**config.mk**
```make
export PLATFORM = sky130hd
export DESIGN_NAME = sysinfo_port
export DESIGN_NICKNAME = d
export VERILOG_FILES = /design/src/rtl/sysinfo_pkg.sv /design/src/rtl/sysinfo_index_reg.sv /design/src/rtl/sysinfo_table.sv /design/src/rtl/sysinfo_cpu_sel.sv /design/src/rtl/sysinfo_port.sv
export SDC_FILE = /design/constraint.sdc
export NUM_CORES = 1
export LEC_CHECK = 0
export ABC_AREA = 1
export BUFFER_PORTS_ARGS = -buffer_cell sky130_fd_sc_hd__buf_4
export CAP_MARGIN = 20
export CORE_MARGIN = 5
export CORE_UTILIZATION = 24
export CTS_CLUSTER_SIZE = 25
export DETAILED_ROUTE_END_ITERATION = 7
export MAX_ROUTING_LAYER = met4
export PLACE_DENSITY = 0.34
export REMOVE_ABC_BUFFERS = 1
export SLEW_MARGIN = 20
export SYNTH_ARGS = -nofsm -noshare
export SYNTH_HDL_FRONTEND = slang
export SYNTH_SLANG_ARGS = --single-unit
```
**constraint.sdc**
```tcl
create_clock -name clk -period 5 [get_ports clk]
set_input_delay 0.5 -clock clk [delete_from_list [all_inputs] [get_ports clk]]
set_output_delay 0.5 -clock clk [all_outputs]
set_load 0.005 [all_outputs]
```
**src/rtl/sysinfo_pkg.sv**
```systemverilog
package sysinfo_pkg;

    localparam int WORD_W = 32;

    typedef enum logic [1:0] {
        SZ_BYTE = 2'd0,
        SZ_HALF = 2'd1,
        SZ_WORD = 2'd2,
        SZ_RSVD = 2'd3
    } acc_size_e;

    // index values with special behaviour
    localparam logic [WORD_W-1:0] IDX_KEEP      = 32'h0000_0080;
    localparam logic [WORD_W-1:0] IDX_HANDSHAKE = 32'h0000_0200;
    localparam logic [WORD_W-1:0] IDX_CPU_LOCK  = 32'd11;
    localparam logic [WORD_W-1:0] IDX_END       = 32'd26;
    localparam int               TABLE_DEPTH   = 26;
    localparam int               TABLE_AW      = $clog2(TABLE_DEPTH);

    typedef struct packed {
        logic              valid;
        logic              unused;
        logic              err;
        logic [WORD_W-1:0] data;
    } rsp_t;

    function automatic logic is_word(input logic [1:0] sz);
        return acc_size_e'(sz) == SZ_WORD;
    endfunction

    function automatic logic is_table_idx(input logic [WORD_W-1:0] idx);
        return (idx < WORD_W'(TABLE_DEPTH)) && (idx != IDX_CPU_LOCK);
    endfunction

endpackage

```
**src/rtl/sysinfo_index_reg.sv**
```systemverilog
module sysinfo_index_reg
    import sysinfo_pkg::*;
(
    input  logic              clk,
    input  logic              rst,
    input  logic              wr_en,
    input  logic [WORD_W-1:0] wdata,
    input  logic              clr_scale,
    output logic [WORD_W-1:0] index,
    output logic              scale_on
);

    logic [WORD_W-1:0] index_n;

    always_comb begin
        index_n = index;
        if (wr_en && (wdata != IDX_KEEP)) begin
            index_n = scale_on ? (wdata >> 2) : wdata;
        end
    end

    always_ff @(posedge clk) begin
        if (rst) begin
            index    <= '0;
            scale_on <= 1'b1;
        end else begin
            index <= index_n;
            if (clr_scale) begin
                scale_on <= 1'b0;
            end
        end
    end

    // the keep value leaves the index alone
    a_r3_keep_index: assert property (@(posedge clk) disable iff (rst)
        (wr_en && wdata == IDX_KEEP) |=> index == $past(index));

    // scaled latch while scaling mode is on
    a_r4_scaled_latch: assert property (@(posedge clk) disable iff (rst)
        (wr_en && wdata != IDX_KEEP && scale_on) |=> index == ($past(wdata) >> 2));

    // handshake clears scaling mode
    a_r5_scale_cleared: assert property (@(posedge clk) disable iff (rst)
        clr_scale |=> !scale_on);

    // scaling mode never returns without reset
    a_r5_scale_sticky: assert property (@(posedge clk) disable iff (rst)
        !scale_on |=> !scale_on);

endmodule

```
**src/rtl/sysinfo_table.sv**
```systemverilog
module sysinfo_table
    import sysinfo_pkg::*;
#(
    parameter int DEPTH = TABLE_DEPTH,
    parameter int AW    = TABLE_AW
) (
    input  logic              clk,
    input  logic              rst,
    input  logic              ld_en,
    input  logic [AW-1:0]     ld_addr,
    input  logic [WORD_W-1:0] ld_data,
    input  logic [AW-1:0]     rd_addr,
    output logic [WORD_W-1:0] rd_data
);

    logic [WORD_W-1:0] entry [DEPTH];

    for (genvar g = 0; g < DEPTH; g++) begin : g_entry
        always_ff @(posedge clk) begin
            if (rst) begin
                entry[g] <= '0;
            end else if (ld_en && ld_addr == AW'(g)) begin
                entry[g] <= ld_data;
            end
        end
    end

    always_comb begin
        rd_data = '0;
        for (int i = 0; i < DEPTH; i++) begin
            if (rd_addr == AW'(i)) begin
                rd_data = entry[i];
            end
        end
    end

endmodule

```
**src/rtl/sysinfo_cpu_sel.sv**
```systemverilog
module sysinfo_cpu_sel
    import sysinfo_pkg::*;
#(
    parameter int NUM_CPUS = 4,
    localparam int SEL_W   = (NUM_CPUS > 1) ? $clog2(NUM_CPUS) : 1
) (
    input  logic                clk,
    input  logic                rst,
    input  logic                wr_en,
    input  logic [WORD_W-1:0]   wdata,
    input  logic [NUM_CPUS-1:0] cpu_locked,
    output logic                lock_bit,
    output logic                sel_valid
);

    logic [SEL_W-1:0] sel;
    logic             in_range;

    assign in_range = wdata < WORD_W'(NUM_CPUS);

    always_ff @(posedge clk) begin
        if (rst) begin
            sel       <= '0;
            sel_valid <= 1'b0;
        end else if (wr_en) begin
            sel       <= in_range ? wdata[SEL_W-1:0] : '0;
            sel_valid <= in_range;
        end
    end

    assign lock_bit = cpu_locked[sel];

    // a valid selection always names an existing CPU
    a_r8_sel_in_range: assert property (@(posedge clk) disable iff (rst)
        sel_valid |-> (WORD_W'(sel) < WORD_W'(NUM_CPUS)));

    // an out-of-range write leaves no valid selection
    a_r9_bad_sel_invalid: assert property (@(posedge clk) disable iff (rst)
        (wr_en && wdata >= WORD_W'(NUM_CPUS)) |=> !sel_valid);

endmodule

```
**src/rtl/sysinfo_port.sv**
```systemverilog
module sysinfo_port
    import sysinfo_pkg::*;
#(
    parameter int NUM_CPUS = 4
) (
    input  logic                clk,
    input  logic                rst,
    input  logic                acc_valid,
    input  logic                acc_write,
    input  logic                acc_sel,
    input  logic [1:0]          acc_size,
    input  logic [31:0]         acc_wdata,
    output logic                rsp_valid,
    output logic [31:0]         rsp_data,
    output logic                rsp_unused,
    output logic                proto_err,
    input  logic                tbl_we,
    input  logic [4:0]          tbl_addr,
    input  logic [31:0]         tbl_wdata,
    input  logic [NUM_CPUS-1:0] cpu_locked
);

    logic              word_ok;
    logic              idx_wr;
    logic              data_wr;
    logic              clr_scale;
    logic              cpu_wr;
    logic              wr_err;
    logic [WORD_W-1:0] index;
    logic              scale_on;
    logic [WORD_W-1:0] tbl_rd;
    logic              lock_bit;
    logic              sel_valid;
    rsp_t              rsp_n;
    rsp_t              rsp_q;

    assign word_ok   = is_word(acc_size);
    assign idx_wr    = acc_valid && acc_write && !acc_sel && word_ok;
    assign data_wr   = acc_valid && acc_write && acc_sel && word_ok;
    assign clr_scale = data_wr && (index == IDX_HANDSHAKE);
    assign cpu_wr    = data_wr && (index == IDX_CPU_LOCK);
    assign wr_err    = acc_valid && acc_write &&
                       (!word_ok || (acc_sel && !clr_scale && !cpu_wr));

    sysinfo_index_reg u_index (
        .clk       (clk),
        .rst       (rst),
        .wr_en     (idx_wr),
        .wdata     (acc_wdata),
        .clr_scale (clr_scale),
        .index     (index),
        .scale_on  (scale_on)
    );

    sysinfo_table #(
        .DEPTH (TABLE_DEPTH),
        .AW    (TABLE_AW)
    ) u_table (
        .clk     (clk),
        .rst     (rst),
        .ld_en   (tbl_we),
        .ld_addr (tbl_addr),
        .ld_data (tbl_wdata),
        .rd_addr (index[TABLE_AW-1:0]),
        .rd_data (tbl_rd)
    );

    sysinfo_cpu_sel #(
        .NUM_CPUS (NUM_CPUS)
    ) u_cpu (
        .clk        (clk),
        .rst        (rst),
        .wr_en      (cpu_wr),
        .wdata      (acc_wdata),
        .cpu_locked (cpu_locked),
        .lock_bit   (lock_bit),
        .sel_valid  (sel_valid)
    );

    always_comb begin
        rsp_n = '{valid: 1'b0, unused: 1'b0, err: wr_err, data: '0};
        if (acc_valid && !acc_write) begin
            rsp_n.valid = 1'b1;
            if (!word_ok) begin
                rsp_n.unused = 1'b1;
            end else if (!acc_sel) begin
                rsp_n.data = index;
            end else if (is_table_idx(index)) begin
                rsp_n.data = tbl_rd;
            end else if (index == IDX_CPU_LOCK) begin
                rsp_n.data = sel_valid ? {{(WORD_W-1){1'b0}}, lock_bit} : 32'd1;
                rsp_n.err  = !sel_valid;
            end else if (index == IDX_END) begin
                rsp_n.data = '0;
            end else begin
                rsp_n.data = '1;
                rsp_n.err  = 1'b1;
            end
        end
    end

    always_ff @(posedge clk) begin
        if (rst) begin
            rsp_q <= '0;
        end else begin
            rsp_q <= rsp_n;
        end
    end

    assign rsp_valid  = rsp_q.valid;
    assign rsp_data   = rsp_q.data;
    assign rsp_unused = rsp_q.unused;
    assign proto_err  = rsp_q.err;

    // a strobe only follows a read access
    a_r12_strobe_after_read: assert property (@(posedge clk) disable iff (rst)
        (acc_valid && !acc_write) |=> rsp_valid);

    a_r12_no_strobe_after_write: assert property (@(posedge clk) disable iff (rst)
        !(acc_valid && !acc_write) |=> !rsp_valid);

    // unused responses carry zero data and no error
    a_r2_unused_quiet: assert property (@(posedge clk) disable iff (rst)
        rsp_unused |-> (rsp_valid && rsp_data == '0 && !proto_err));

    // a short write never moves the index
    a_r2_short_write_keeps: assert property (@(posedge clk) disable iff (rst)
        (acc_valid && acc_write && !word_ok) |=> index == $past(index));

endmodule

```
# Yosys cells after proc, flatten, opt, wreduce, memory -nomap -nowiden
# Memories as Yosys holds them, arrays and structs flattened.
# Cells that the tools add are included.
[totals] reg_bits=71 mem_bits_rw=832 output_inout_bits=35 word_cells=293 n_memories=1
[classes] magnitude_cmp=3 eq_ne=56 n_mux=147 n_bitwise=28 n_reduce_logical=50
[mem_list] name="u_table.entry" words=26 word_bits=32 rd=26 rd_clocked_by_memory_dff=0 write_ports=26 line_no="sysinfo_table.sv:16" source="logic [WORD_W-1:0] entry [DEPTH];"
[op_table] op="$mux 32" count=56
[op_table] op="$eq 5x5->1 const B" count=20
[op_table] op="$mux 1" count=86
[op_table] op="$eq 5x4->1 const B" count=16
[op_table] op="$mux 33" count=2
[op_table] op="$eq 5x3->1 const B" count=8
[op_table] op="$logic_and 1x1->1" count=39
[op_table] op="$mux 35" count=1
[op_table] op="$eq 32x10->1 const B" count=1
[op_table] op="$eq 32x4->1 const B" count=1
[op_table] op="$eq 32x5->1 const B" count=1
[op_table] op="$lt 32x3->1 const B" count=1
[op_table] op="$lt 32x5->1 const B" count=1
[op_table] op="$ne 32x4->1 const B" count=1
[op_table] op="$ne 32x8->1 const B" count=1
[op_table] op="$or 1x1->1" count=26
[op_table] op="$eq 5x2->1 const B" count=4
[op_table] op="$eq 5x1->1 const B" count=2
[op_table] op="$logic_not 5->1" count=2
[op_table] op="$logic_not 1->1" count=6
[op_table] op="$lt 2x3->1 const B" count=1
[op_table] op="$reduce_or 3->1" count=1
[op_table] op="$bmux 1 s2" count=1
[op_table] op="$eq 2x2->1 const B" count=1
[op_table] op="other kinds (4)" count=5

# Depth between registers and ports, before layout
# Gate-level depths: netlist of run 1.
[logic_depth] word_depth=31 ltp_mapped=23

# Cells and area by module
# From an unflattened synthesis of run 1, not the netlist that was laid out.
[unflattened] cells_unflattened=4263 area_unflattened_um2=40525.1
[by_module_without_submodules] mod="sysinfo_table" n_inst=1 cells_per_inst=3615 area_per_inst_um2=36441.2
[by_module_without_submodules] mod="sysinfo_port" n_inst=1 cells_per_inst=300 area_per_inst_um2=1943.1
[by_module_without_submodules] mod="sysinfo_index_reg" n_inst=1 cells_per_inst=299 area_per_inst_um2=1890.6
[by_module_without_submodules] mod="sysinfo_cpu_sel" n_inst=1 cells_per_inst=49 area_per_inst_um2=250.2

# Least setup slack after synthesis of run 1
# OpenSTA, ideal clock, no wires.
[synth_timing] path_type="input -> register" from="input tbl_addr[3]" to="memory u_table.entry[16][0], in the netlist u_table.entry[1][0] (enable)" arrival_time_ps=3287 path_slack_ps=1247 path_stages=3 path_buffers=0 cell_sequence="nor2_1 -> nand2_1 -> o21ai_0"
[synth_rtl] item="from (decl)" line_no="sysinfo_port.sv:18" source="input logic [4:0] tbl_addr,"
[synth_rtl] item="to (decl)" line_no="sysinfo_table.sv:16"

# Final worst setup path of run 1
[layout_timing] from="register u_index.index[0]" to="register rsp_q, in the netlist rsp_data[1]"
[layout_via] elab_chain_len=29 elab_cells_between_ends=61 classes_between="order compare: 1; eq/ne: 28; mux: 30; reduce/logical: 2"
[layout_lines] item="from (decl)" line_no="sysinfo_index_reg.sv:9" source="output logic [WORD_W-1:0] index,"
[layout_lines] item="from (signal assigned)" line_no="sysinfo_index_reg.sv:27" source="index <= index_n;"
[layout_lines] item="$logic_not 5->1" line_no="sysinfo_table.sv:31" source="if (rd_addr == AW'(i)) begin"
[layout_lines] item="$mux 32 (26 in a row)" line_no="sysinfo_table.sv:31"
[layout_lines] item="$mux 32 *" line_no="sysinfo_port.sv:88" source="end else if (is_table_idx(index)) begin"
[layout_lines] item="$mux 32 *" line_no="sysinfo_port.sv:86" source="end else if (!acc_sel) begin"
[layout_lines] item="to (signal assigned)" line_no="sysinfo_port.sv:106" source="rsp_q <= rsp_n;"
[layout_lines] item="to (decl)" line_no="sysinfo_port.sv:35" source="rsp_t rsp_q;"
# Every way passes the cells marked *; elsewhere a longest branch is shown, timed or not.
# A chain may end at the register's enable or synchronous reset.

==> out/metrics.csv, run 1 <==
stage,metric,value,unit
floorplanning,Cell Rows,148,
worst_setup_path,Worst R2R Setup Slack,0.85,ns
worst_setup_path,crit-path leading delay family,simple AND/OR/NAND/NOR gates,
floorplanning,num ports,116,
routing,Starting DRT DRC Count,2563,
power_and_ir_drop,worst vdd ir,260,uV
timing,post-layout minimum cycle time,4.15,ns
worst_setup_path,R2R Path End,rsp_data[1]$_SDFF_PP0_,
run_status,outcome,"finished, final reports clean",
placement,placed cell area,43100,um2
timing,Fmax,0.241,GHz
global_route,first-pass GRT wire length,223,mm
hold_path,Hold WC Path Type,input port to register,
worst_setup_path,slowest library cell on the worst path,dfxtp_1,
placement,Placer Congestion,0.788,
final_layout,Multi-input gate area,11100,um2
routing,Vias/cell,4.49,
clock_tree,clk sinks,903,
timing,hold_ws,0.0883,ns
floorplanning,Starting Density,0.242,
final_layout,area grow syn2layout,18.2,%
synth,number of synthesized register bits,903,
routing,vias,28700,
timing,setup total negative slack,0,ns
power_and_ir_drop,Pwr Density,383,nW/um2
synth,Synth Instances,4036,
final_layout,final cell count without fillers,6397,
final_layout,fillers,17100,
timing,Rel. slew slack,0.276,
worst_setup_path,critical path's largest stage delay,0.52,ns
floorplanning,Core ar.,163000,um2
timing,Finish-stage setup viols,0,
timing,final worst-path cycle share,0.829,
clock_tree,H-tree levels,3,
placement,IO buf count,115,
synth,Synth Cell Area,39400,um2
global_route,All-Layer GR Usage,0.185,
routing,DRT Pass-1 Iters,6,
floorplanning,die width,415,um
clock_tree,worst-case clock buffer depth,3,
timing,Final Skew,0.0362,ns
worst_setup_path,Crit Path Category,register to register,
timing,"Slew Viols, Final",0,
worst_setup_path,crit-path cells,nor2_4 -> nand2_2 -> nor2_2 -> buf_4 -> nand2_1 -> nand3_1 -> nor2_1 -> nand4_1 -> nor2_1 -> nand4_1 -> nor2_1 -> nand4_1 -> nand2_1 -> nand4_1 -> nor2_1 -> nand3_1 -> nand2_1 -> nand3_1 -> nand2_1 -> a21oi_1,
clock_tree,setup bufs post-CTS,0,
floorplanning,Die Span Y,415,um
clock_tree,CTS root buf,clkbuf_16,
worst_setup_path,CP Depth,20,
timing,Worst-Margin Slew,1.08,ns
synth,synth warn,0,
synth,post-synth cell types,32,
routing,final wirelength,158,mm
final_layout,layout cells sized above 1,0.125,
routing,Post-DRT Antenna Nets,0,
hold_path,Hold Crit Start,acc_wdata[30],
worst_setup_path,CP bufs+invs,1,
final_layout,most frequent cells in the layout,"nor2_1 (1154), nand2_1 (848), edfxtp_1 (832)",
worst_setup_path,CP Capture Type,register,
routing,Post-route DRC,0,
synth,"Seq/Total Area, Yosys",0.670,
global_route,largest net degree at the start of global routing,53,
power_and_ir_drop,static leakage,17.5,nW
worst_setup_path,FF-to-FF Start,u_index.index[0]$_SDFFE_PP0P_,
clock_tree,"Reg clk slew, reported paths",0.06,ns
global_route,vias in the first global route,28100,
final_layout,utilization after layout,0.286,
worst_setup_path,CP max FO,20,
clock_tree,CTS tree,built,
worst_setup_path,startpoint types,register,
routing,Routed WL per cell,24.7,um
placement,post-DP HPWL,96.9,mm
clock_tree,worst skew pair latency,0.73,ns
hold_path,Worst Hold Endpoint,u_index.index[30]$_SDFFE_PP0P_,
floorplanning,Die ar.,172000,um2
hold_path,Worst Hold Depth,3,
worst_setup_path,Critical Path AT,4.71,ns
final_layout,post-layout net count,4215,
flow_run,max-cap violations,0,
worst_setup_path,reg2reg path depth,20,
timing,final hold violations,0,
placement,placed cell count,6198,
final_layout,"most common cell after layout, fill and taps aside",nor2_1,
synth,average cell area after synthesis,9.76,um2
global_route,initial antenna violation count,9,
final_layout,Final Cell Area,46600,um2
worst_setup_path,worst endpoint required time,5.57,ns
clock_tree,total CTS buffers,107,
final_layout,Storage cell area,26400,um2
global_route,total gr overflow,0,
timing,RSZ-0062 raised after global routing,no,
## synthesized netlist by cell type, drive strengths merged
cell,n,area share
inv,234,0.022
dfxtp,71,0.036
o31ai,1,0.00019
buf,31,0.0046
a31oi,31,0.0049
or2,76,0.012
nand3,124,0.016
mux2i,1,0.00025
nor4b,1,0.00022
nand4,147,0.023
nand2,857,0.082
edfxtp,832,0.63
clkinv,34,0.0032
nor3,11,0.0014
or3,1,0.00016
o21ai,75,0.0095
a21oi,93,0.012
a2111oi,1,0.00022
clkbuf,225,0.021
nor2,1179,0.11
nor4,10,0.0016
o221ai,1,0.00022
## flip-flops by register name, summed over array words and instances (netlist names)
name / count
rsp_valid: 1
u_index.index: 32
u_table.entry: 832
rsp_data: 32
u_index.scale_on: 1
u_cpu.sel: 2
u_cpu.sel_valid: 1
rsp_unused: 1
proto_err: 1
## power by group
part           switching (mW)  internal (mW)  leakage, nW
registers               0.114           8.63         8.51
clock network            3.34           4.53         1.70
logic                   0.988          0.240         7.34
total                    4.44           13.4         17.5
## worst max path at each step
stage / start / end / slack, ns
2_1_floorplan: u_index.index[2]$_SDFFE_PP0P_ / rsp_data[16]$_SDFF_PP0_ / 0.84
3_3_place_gp: u_index.index[1]$_SDFFE_PP0P_ / rsp_data[1]$_SDFF_PP0_ / 0.86
3_5_place_dp: u_index.index[1]$_SDFFE_PP0P_ / rsp_data[1]$_SDFF_PP0_ / 0.80
4_1_cts: u_index.index[0]$_SDFFE_PP0P_ / rsp_data[1]$_SDFF_PP0_ / 0.78
5_1_grt: u_index.index[0]$_SDFFE_PP0P_ / rsp_data[1]$_SDFF_PP0_ / 0.62
6_report: u_index.index[0]$_SDFFE_PP0P_ / rsp_data[1]$_SDFF_PP0_ / 0.85
## cell families after synthesis
kind of cell	after synthesis	share of synthesized area
AOI/OAI and AO/OA	202	0.0269
muxes	1	0.000254
and+or+nand+nor	2406	0.251
buffers and inverters	524	0.0515
DFF	903	0.670
## tightest hold or removal path: stages
cell     delay (ns)
buf_4          0.12
nand3_1        0.07
a21oi_1        0.05
## through the flow
stage                     total power [mW]  worst slack [ns]
final                                 17.8             0.853
after global routing                  18.5             0.622
after CTS                             18.1             0.775
after detailed placement              10.2             0.801
after global placement                10.2             0.858
after floorplan                       9.38             0.844
## timing repair
action / 4_1_cts / 5_1_grt
setup endpoints to repair: 0 / 0
resized for setup: 0 / 0
endpoints found under the hold margin: 2 / 0
hold buffers: 1 / 0
## layout make-up
cell class,count,area share
inverters,268,0.0216
clock buffers,143,0.0630
multi-input cells,2609,0.238
diodes,1,0.0000537
well taps,2175,0.0584
clock inverters,53,0.0114
flip-flops and latches,903,0.567
repair buffers,245,0.0401
## routing by layer
metal | vias up | GRT usage | wire length (um) | share of wire
met1 | 14300 | 0.256 | 74000 | 0.47
met4 | 0 | 0.0467 | 3530 | 0.022
met2 | 752 | 0.288 | 72600 | 0.46
met3 | 141 | 0.0245 | 8060 | 0.051
met5 | - | - | 0 | 0
li1 | 13500 | - | - | -
No activity file was read; power rests on OpenSTA's default activity.
==> run 2: changes to the inputs <==
--- a/config.mk
+++ b/config.mk
@@ -5,7 +5,7 @@
 export SDC_FILE = /design/constraint.sdc
 export NUM_CORES = 1
 export LEC_CHECK = 0
-export ABC_AREA = 1
+export ABC_AREA = 0
 export BUFFER_PORTS_ARGS = -buffer_cell sky130_fd_sc_hd__buf_4
 export CAP_MARGIN = 20
 export CORE_MARGIN = 5
@@ -13,7 +13,7 @@
 export CTS_CLUSTER_SIZE = 25
 export DETAILED_ROUTE_END_ITERATION = 7
 export MAX_ROUTING_LAYER = met4
-export PLACE_DENSITY = 0.34
+export PLACE_DENSITY = 0.35
 export REMOVE_ABC_BUFFERS = 1
 export SLEW_MARGIN = 20
 export SYNTH_ARGS = -nofsm -noshare
==> constraint.sdc (replaced) <==
create_clock -name clk -period 3.6 [get_ports clk]
set_input_delay 0.36 -clock clk [delete_from_list [all_inputs] [get_ports clk]]
set_output_delay 0.36 -clock clk [all_outputs]
set_load 0.005 [all_outputs]
==> run 2 against run 1 <==
- critical endpoint is now rsp_data[18]$_SDFF_PP0_
- core utilization increased by 0.58 points
- sequential power grew 40%
- sequential cell count did not move
- combinational power increased by 47%
- global-route usage increased by 3.7 points
- clock power grew 47%
- first-iteration DRC count grew 23%
- cell count is 2.0% lower
- area after synthesis grew 9.4%
- critical path type unchanged
==> out/metrics.csv, run 2 <==
stage,metric,value,unit
run_status,outcome,"finished, final reports clean",
final_layout,area grow syn2layout,20.8,%
final_layout,fillers,18200,
final_layout,Biggest register,u_table.entry,
hold_path,Worst Hold Depth,3,
worst_setup_path,FF-to-FF Start,u_index.index[2]$_SDFFE_PP0P_,
timing,post-layout minimum cycle time,3.56,ns
worst_setup_path,CP max FO,29,
floorplanning,Die ar.,188000,um2
clock_tree,worst skew pair latency,0.74,ns
worst_setup_path,reg2reg path depth,8,
placement,IO buf count,115,
placement,post-DP HPWL,140,mm
worst_setup_path,worst endpoint required time,4.16,ns
worst_setup_path,crit-path cells,buf_12 -> and3b_1 -> nand2_1 -> o22ai_1 -> buf_4 -> a31oi_1 -> a21oi_1 -> a31oi_1,
floorplanning,num ports,116,
worst_setup_path,startpoint types,register,
worst_setup_path,R2R Path End,rsp_data[18]$_SDFF_PP0_,
worst_setup_path,Crit Path Category,register to register,
worst_setup_path,CP Capture Type,register,
synth,Synth Instances,3601,
power_and_ir_drop,Pwr Density,491,nW/um2
floorplanning,Starting Density,0.241,
synth,Post-synth top cells,"and2_1 (838), edfxtp_1 (832), clkbuf_1 (205), nor2_1 (165), a21oi_1 (153)",
routing,DRT Pass-1 Iters,7,
routing,Post-route DRC,0,
clock_tree,CTS root buf,clkbuf_16,
timing,Rel. slew slack,0.207,
synth,Synth top area share,0.580,
timing,Finish-stage setup viols,0,
worst_setup_path,cell repeated most along the worst path,a31oi_1,
timing,Worst-Margin Slew,1.18,ns
final_layout,post-layout net count,3892,
synth,ys async rst share,0,
global_route,total gr overflow,0,
timing,final worst-path cycle share,0.988,
synth,average cell area after synthesis,12.0,um2
final_layout,"most common cell after layout, fill and taps aside",and2_1,
timing,RSZ-0062 raised after global routing,no,
global_route,initial antenna violation count,21,
floorplanning,Core ar.,179000,um2
routing,Vias/cell,5.02,
synth,synth top area cells,"edfxtp_1 (58%), and2_1 (12%), dfxtp_1 (3.3%), clkbuf_1 (1.8%), a21oi_1 (1.8%)",
final_layout,Largest register FFs,832,
placement,post-place setup slack,-0.0691,ns
worst_setup_path,Critical Path AT,4.12,ns
synth,"Seq/Total Area, Yosys",0.613,
synth,ys flop type,edfxtp_1,
global_route,vias in the first global route,31300,
routing,Routed WL per cell,33.1,um
power_and_ir_drop,worst vdd ir,377,uV
routing,Starting DRT DRC Count,3158,
synth,number of synthesized register bits,903,
clock_tree,CTS tree,built,
placement,Placer Congestion,0.848,
timing,Final Skew,0.0346,ns
global_route,All-Layer GR Usage,0.222,
final_layout,layout cells sized above 1,0.180,
hold_path,Worst Hold Endpoint,u_index.index[26]$_SDFFE_PP0P_,
timing,Fmax,0.281,GHz
floorplanning,Die Span Y,434,um
hold_path,Hold Crit Start,acc_wdata[26],
routing,Post-DRT Antenna Nets,0,
power_and_ir_drop,static leakage,18.2,nW
global_route,first-pass GRT wire length,281,mm
global_route,largest net degree at the start of global routing,55,
timing,setup total negative slack,0,ns
synth,Synth Cell Area,43100,um2
synth,number of synthesized flops with an enable pin,832,
worst_setup_path,slowest library cell on the worst path,dfxtp_4,
timing,"Slew Viols, Final",0,
routing,vias,31500,
timing,final worst setup slack,0.0438,ns
hold_path,Hold WC Path Type,input port to register,
synth,synth warn,0,
timing,final hold violations,0,
flow_run,max-cap violations,0,
worst_setup_path,critical path's largest stage delay,0.64,ns
clock_tree,H-tree levels,3,
synth,most numerous cell in the Yosys netlist,and2_1,
floorplanning,Cell Rows,155,
synth,post-synth cell types,104,
clock_tree,worst-case clock buffer depth,3,
floorplanning,die width,434,um
clock_tree,"Reg clk slew, reported paths",0.06,ns
worst_setup_path,Worst R2R Setup Slack,0.04,ns
clock_tree,clk sinks,903,
synth,Synth area leader,edfxtp_1,
final_layout,most frequent cells in the layout,"and2_1 (837), edfxtp_1 (832), buf_4 (369)",
clock_tree,total CTS buffers,112,
routing,final wirelength,207,mm
run 2: changes by cell type after synthesis, moves of 60 or more:
| cell | change |
|---|---|
| buf_2 | +74 |
| o22ai_1 | +85 |
| nand4_1 | -138 |
| a21oi_1 | +60 |
| nand2_1 | -740 |
| nor2_1 | -999 |
| mux2i_1 | +64 |
| and2_1 | +838 |
| inv_1 | -206 |
| nand3_1 | -71 |
| o21ai_0 | +67 |
run 2: final cells by class:
type	instances	area [um2]	share of cell area
multi-input cells	2351	15300	0.295
flip-flops and latches	903	26400	0.507
clock inverters	60	556	0.0107
diodes	7	17.5	0.000336
repair buffers	428	3600	0.0692
clock buffers	151	3120	0.0600
well taps	2355	2950	0.0566
inverters	15	56.3	0.00108
run 2: stage by stage:
step           utilization  power (mW)  instance area, um2  instances  hold slack, ns
6_report             0.292        25.6               52100       6270          0.0473
5_1_grt              0.291        26.3               52100       6265          0.0362
3_3_place_gp         0.269        14.2               48000       6017           0.505
2_1_floorplan            -        12.9               41600       3269           0.429
3_5_place_dp         0.269        14.2               48000       6017           0.502
4_1_cts              0.291        25.9               52100       6263         0.00941
run 2: worst max-delay path by stage:
stage	cells after the start	start	to
2_1_floorplan	6	u_index.index[1]$_SDFFE_PP0P_	rsp_data[2]$_SDFF_PP0_
3_3_place_gp	7	u_index.index[1]$_SDFFE_PP0P_	rsp_data[19]$_SDFF_PP0_
3_5_place_dp	7	u_index.index[1]$_SDFFE_PP0P_	rsp_data[19]$_SDFF_PP0_
4_1_cts	8	u_index.index[2]$_SDFFE_PP0P_	rsp_data[18]$_SDFF_PP0_
5_1_grt	8	u_index.index[2]$_SDFFE_PP0P_	rsp_data[18]$_SDFF_PP0_
6_report	8	u_index.index[2]$_SDFFE_PP0P_	rsp_data[18]$_SDFF_PP0_
run 2: critical path: cells and delay by family, from the launching register on:
kind / cells / cell delay (ns)
compound gates: 4 / 1.12
buf+inv: 2 / 0.47
simple gates: 2 / 1.09
flops: 1 / 0.64
run 2: power by group:
| part | leakage (nW) | switching, mW | internal (mW) |
|---|---|---|---|
| combinational | 7.85 | 1.31 | 0.502 |
| clock | 1.80 | 4.81 | 6.76 |
| sequential | 8.51 | 0.218 | 12.0 |
run 2: routing by layer:
metal / share of wire / track usage / vias up
met1: 0.45 / 0.301 / 16400
met4: 0.030 / 0.0583 / 0
met2: 0.47 / 0.357 / 1080
met3: 0.048 / 0.0228 / 272
met5: 0 / - / -
li1: - / - / 13800
run 2: logic make-up after synthesis:
family	share of synthesized area
buffers and inverters	0.0367
XOR/XNOR	0.000203
multiplexers	0.0219
AND/OR/NAND/NOR	0.192
AO/OA/AOI/OAI	0.136
flip-flops	0.613
run 2: timing repair:
item | 4_1_cts | 5_1_grt
hold endpoints to repair | 24 | 0
setup endpoints to repair | 1 | 0
resized for setup | 1 | 0
hold buffers | 35 | 0
buffers inserted | 0 | 0
==> run 3: changes to the inputs <==
==> constraint.sdc (replaced) <==
create_clock -name clk -period 3.6 [get_ports clk]
set_input_delay 0 -clock clk [delete_from_list [all_inputs] [get_ports clk]]
set_output_delay 0 -clock clk [all_outputs]
set_load 0.005 [all_outputs]
==> run 3 against run 2 <==
- the run now ends with negative setup slack left
- worst setup slack got worse by 0.17 ns
- clock power fell by 3%
- hold slack got worse by 0.026 ns
- first-iteration DRC count grew 0.44%
- routed wire length is 1.2% lower
- largest power group unchanged
==> out/metrics.csv, run 3 (same netlist as run 2, synthesis figures left out) <==
stage,metric,value,unit
placement,post-DP HPWL,136,mm
timing,hold_ws,0.0216,ns
clock_tree,CTS root buf,clkbuf_16,
global_route,total gr overflow,0,
final_layout,utilization after layout,0.292,
worst_setup_path,Critical Path AT,4.37,ns
timing,Final Skew,0.0395,ns
floorplanning,die width,434,um
floorplanning,Die Span Y,434,um
global_route,first-pass GRT wire length,276,mm
routing,Vias/cell,5.00,
floorplanning,num ports,116,
final_layout,fillers,18200,
clock_tree,CTS tree,built,
final_layout,Largest register FFs,832,
placement,Placer Congestion,0.831,
worst_setup_path,R2R Path End,rsp_data[31]$_SDFF_PP0_,
routing,Post-DRT Antenna Nets,0,
routing,DRT Pass-1 Iters,6,
power_and_ir_drop,Pwr Density,482,nW/um2
final_layout,Biggest register,u_table.entry,
power_and_ir_drop,Final Power,25.2,mW
final_layout,"most common cell after layout, fill and taps aside",and2_1,
worst_setup_path,worst endpoint required time,4.24,ns
final_layout,Multi-input gate area,15400,um2
worst_setup_path,FF-to-FF Start,u_index.index[2]$_SDFFE_PP0P_,
routing,Post-route DRC,0,
clock_tree,clk sinks,903,
routing,Routed WL per cell,32.5,um
final_layout,most frequent cells in the layout,"and2_1 (837), edfxtp_1 (832), buf_4 (357)",
run_status,outcome,finished with violations,
final_layout,Storage cell area,26400,um2
flow_run,max-cap violations,0,
worst_setup_path,CP Capture Type,register,
global_route,vias in the first global route,30800,
global_route,largest net degree at the start of global routing,71,
run_status,failing checks,negative setup slack,
placement,placed cell area,47800,um2
timing,"Slew Viols, Final",0,
worst_setup_path,Crit Path Category,register to register,
floorplanning,Core ar.,179000,um2
worst_setup_path,Worst R2R Setup Slack,-0.13,ns
power_and_ir_drop,static leakage,18.2,nW
clock_tree,worst-case clock buffer depth,3,
timing,Rel. slew slack,0.230,
timing,RSZ-0062 raised after global routing,no,
timing,final worst-path cycle share,1.04,
final_layout,post-layout net count,3925,
hold_path,Worst Hold Depth,7,
final_layout,Final Cell Area,52200,um2
routing,Starting DRT DRC Count,3172,
final_layout,area grow syn2layout,21.2,%
timing,Worst-Margin Slew,1.15,ns
hold_path,Hold Crit Start,acc_wdata[22],
timing,post-layout minimum cycle time,3.73,ns
worst_setup_path,reg2reg path depth,8,
hold_path,Worst Hold Endpoint,u_cpu.sel_valid$_SDFFE_PP0P_,
floorplanning,Die ar.,188000,um2
hold_path,Hold WC Path Type,input port to register,
timing,Fmax,0.268,GHz
routing,vias,31600,
final_layout,layout cells sized above 1,0.173,
worst_setup_path,CP max FO,19,
clock_tree,"Reg clk slew, reported paths",0.06,ns
timing,setup total negative slack,-0.126,ns
worst_setup_path,startpoint types,register,
clock_tree,total CTS buffers,113,
global_route,All-Layer GR Usage,0.218,
global_route,initial antenna violation count,22,
timing,final worst setup slack,-0.126,ns
placement,IO buf count,115,
floorplanning,Cell Rows,155,
timing,Finish-stage setup viols,1,
routing,final wirelength,205,mm
clock_tree,worst skew pair latency,0.75,ns
clock_tree,H-tree levels,3,
power_and_ir_drop,worst vdd ir,371,uV
floorplanning,Starting Density,0.241,
timing,final hold violations,0,
[run 3: cell count changes in the layout (fill, tap and decap cells not counted), moves of 4 or more]
cell | before | now
buf_12 | 24 | 17
clkinv_2 | 21 | 26
bufinv_16 | 10 | 4
dlygate4sd3_1 | 35 | 85
diode_2 | 7 | 13
clkbuf_1 | 25 | 32
clkinv_1 | 23 | 19
buf_4 | 369 | 357
[run 3: metrics by stage]
step / setup slack [ns] / std cells
6_report: -0.126 / 6309
2_1_floorplan: -3.18 / 3269
3_3_place_gp: -0.790 / 5997
3_5_place_dp: 0.0434 / 5997
5_1_grt: 0.0538 / 6296
4_1_cts: 0.0360 / 6294
[run 3: area by class of cell]
class                           count  share of cell area
Clock buffer                      156              0.0598
Antenna cell                       13            0.000623
Sequential cell                   903               0.506
Clock inverter                     56             0.00791
Multi-Input combinational cell   2351               0.294
Timing Repair Buffer              460              0.0743
Tap cell                         2355              0.0564
Inverter                           15             0.00108
[run 3: per-layer routing]
| layer | global-route usage | up-vias | wire length, um |
|---|---|---|---|
| met2 | 0.352 | 1097 | 97200 |
| met5 | - | - | 0 |
| met1 | 0.297 | 16400 | 93600 |
| li1 | - | 13900 | - |
| met3 | 0.0242 | 215 | 9440 |
| met4 | 0.0456 | 0 | 4690 |
[run 3: how the worst max path moves through the flow]
| stage | from | to | slack, ns |
|---|---|---|---|
| 2_1_floorplan | u_index.index[1]$_SDFFE_PP0P_ | rsp_data[2]$_SDFF_PP0_ | -3.18 |
| 3_3_place_gp | u_index.index[2]$_SDFFE_PP0P_ | rsp_data[19]$_SDFF_PP0_ | -0.79 |
| 3_5_place_dp | u_index.index[2]$_SDFFE_PP0P_ | rsp_data[29]$_SDFF_PP0_ | 0.04 |
| 4_1_cts | u_index.index[3]$_SDFFE_PP0P_ | rsp_data[29]$_SDFF_PP0_ | 0.04 |
| 5_1_grt | u_index.index[2]$_SDFFE_PP0P_ | rsp_data[31]$_SDFF_PP0_ | 0.05 |
| 6_report | u_index.index[2]$_SDFFE_PP0P_ | rsp_data[31]$_SDFF_PP0_ | -0.13 |
[run 3: worst max-delay path, cell delays in order, from the launching register on]
cell and delay, ns:
dfxtp_4 0.48, buf_12 0.23, or3_4 0.46, nor2_2 0.46, buf_4 0.24, a222oi_1 0.11
a2111oi_1 1.03, o21ai_1 0.30, a31oi_1 0.29
[run 3: timing repair]
item,4_1_cts,5_1_grt
buffers inserted,0,1
endpoints found under the hold margin,880,0
endpoints found under the setup margin,0,2
gates resized for setup,0,1
hold buffers,85,0
[run 3: report_power, final]
group | internal, mW | switching (mW) | leakage [nW]
logic | 0.521 | 1.31 | 7.94
clock network | 6.32 | 4.84 | 1.74
registers | 12.0 | 0.206 | 8.51
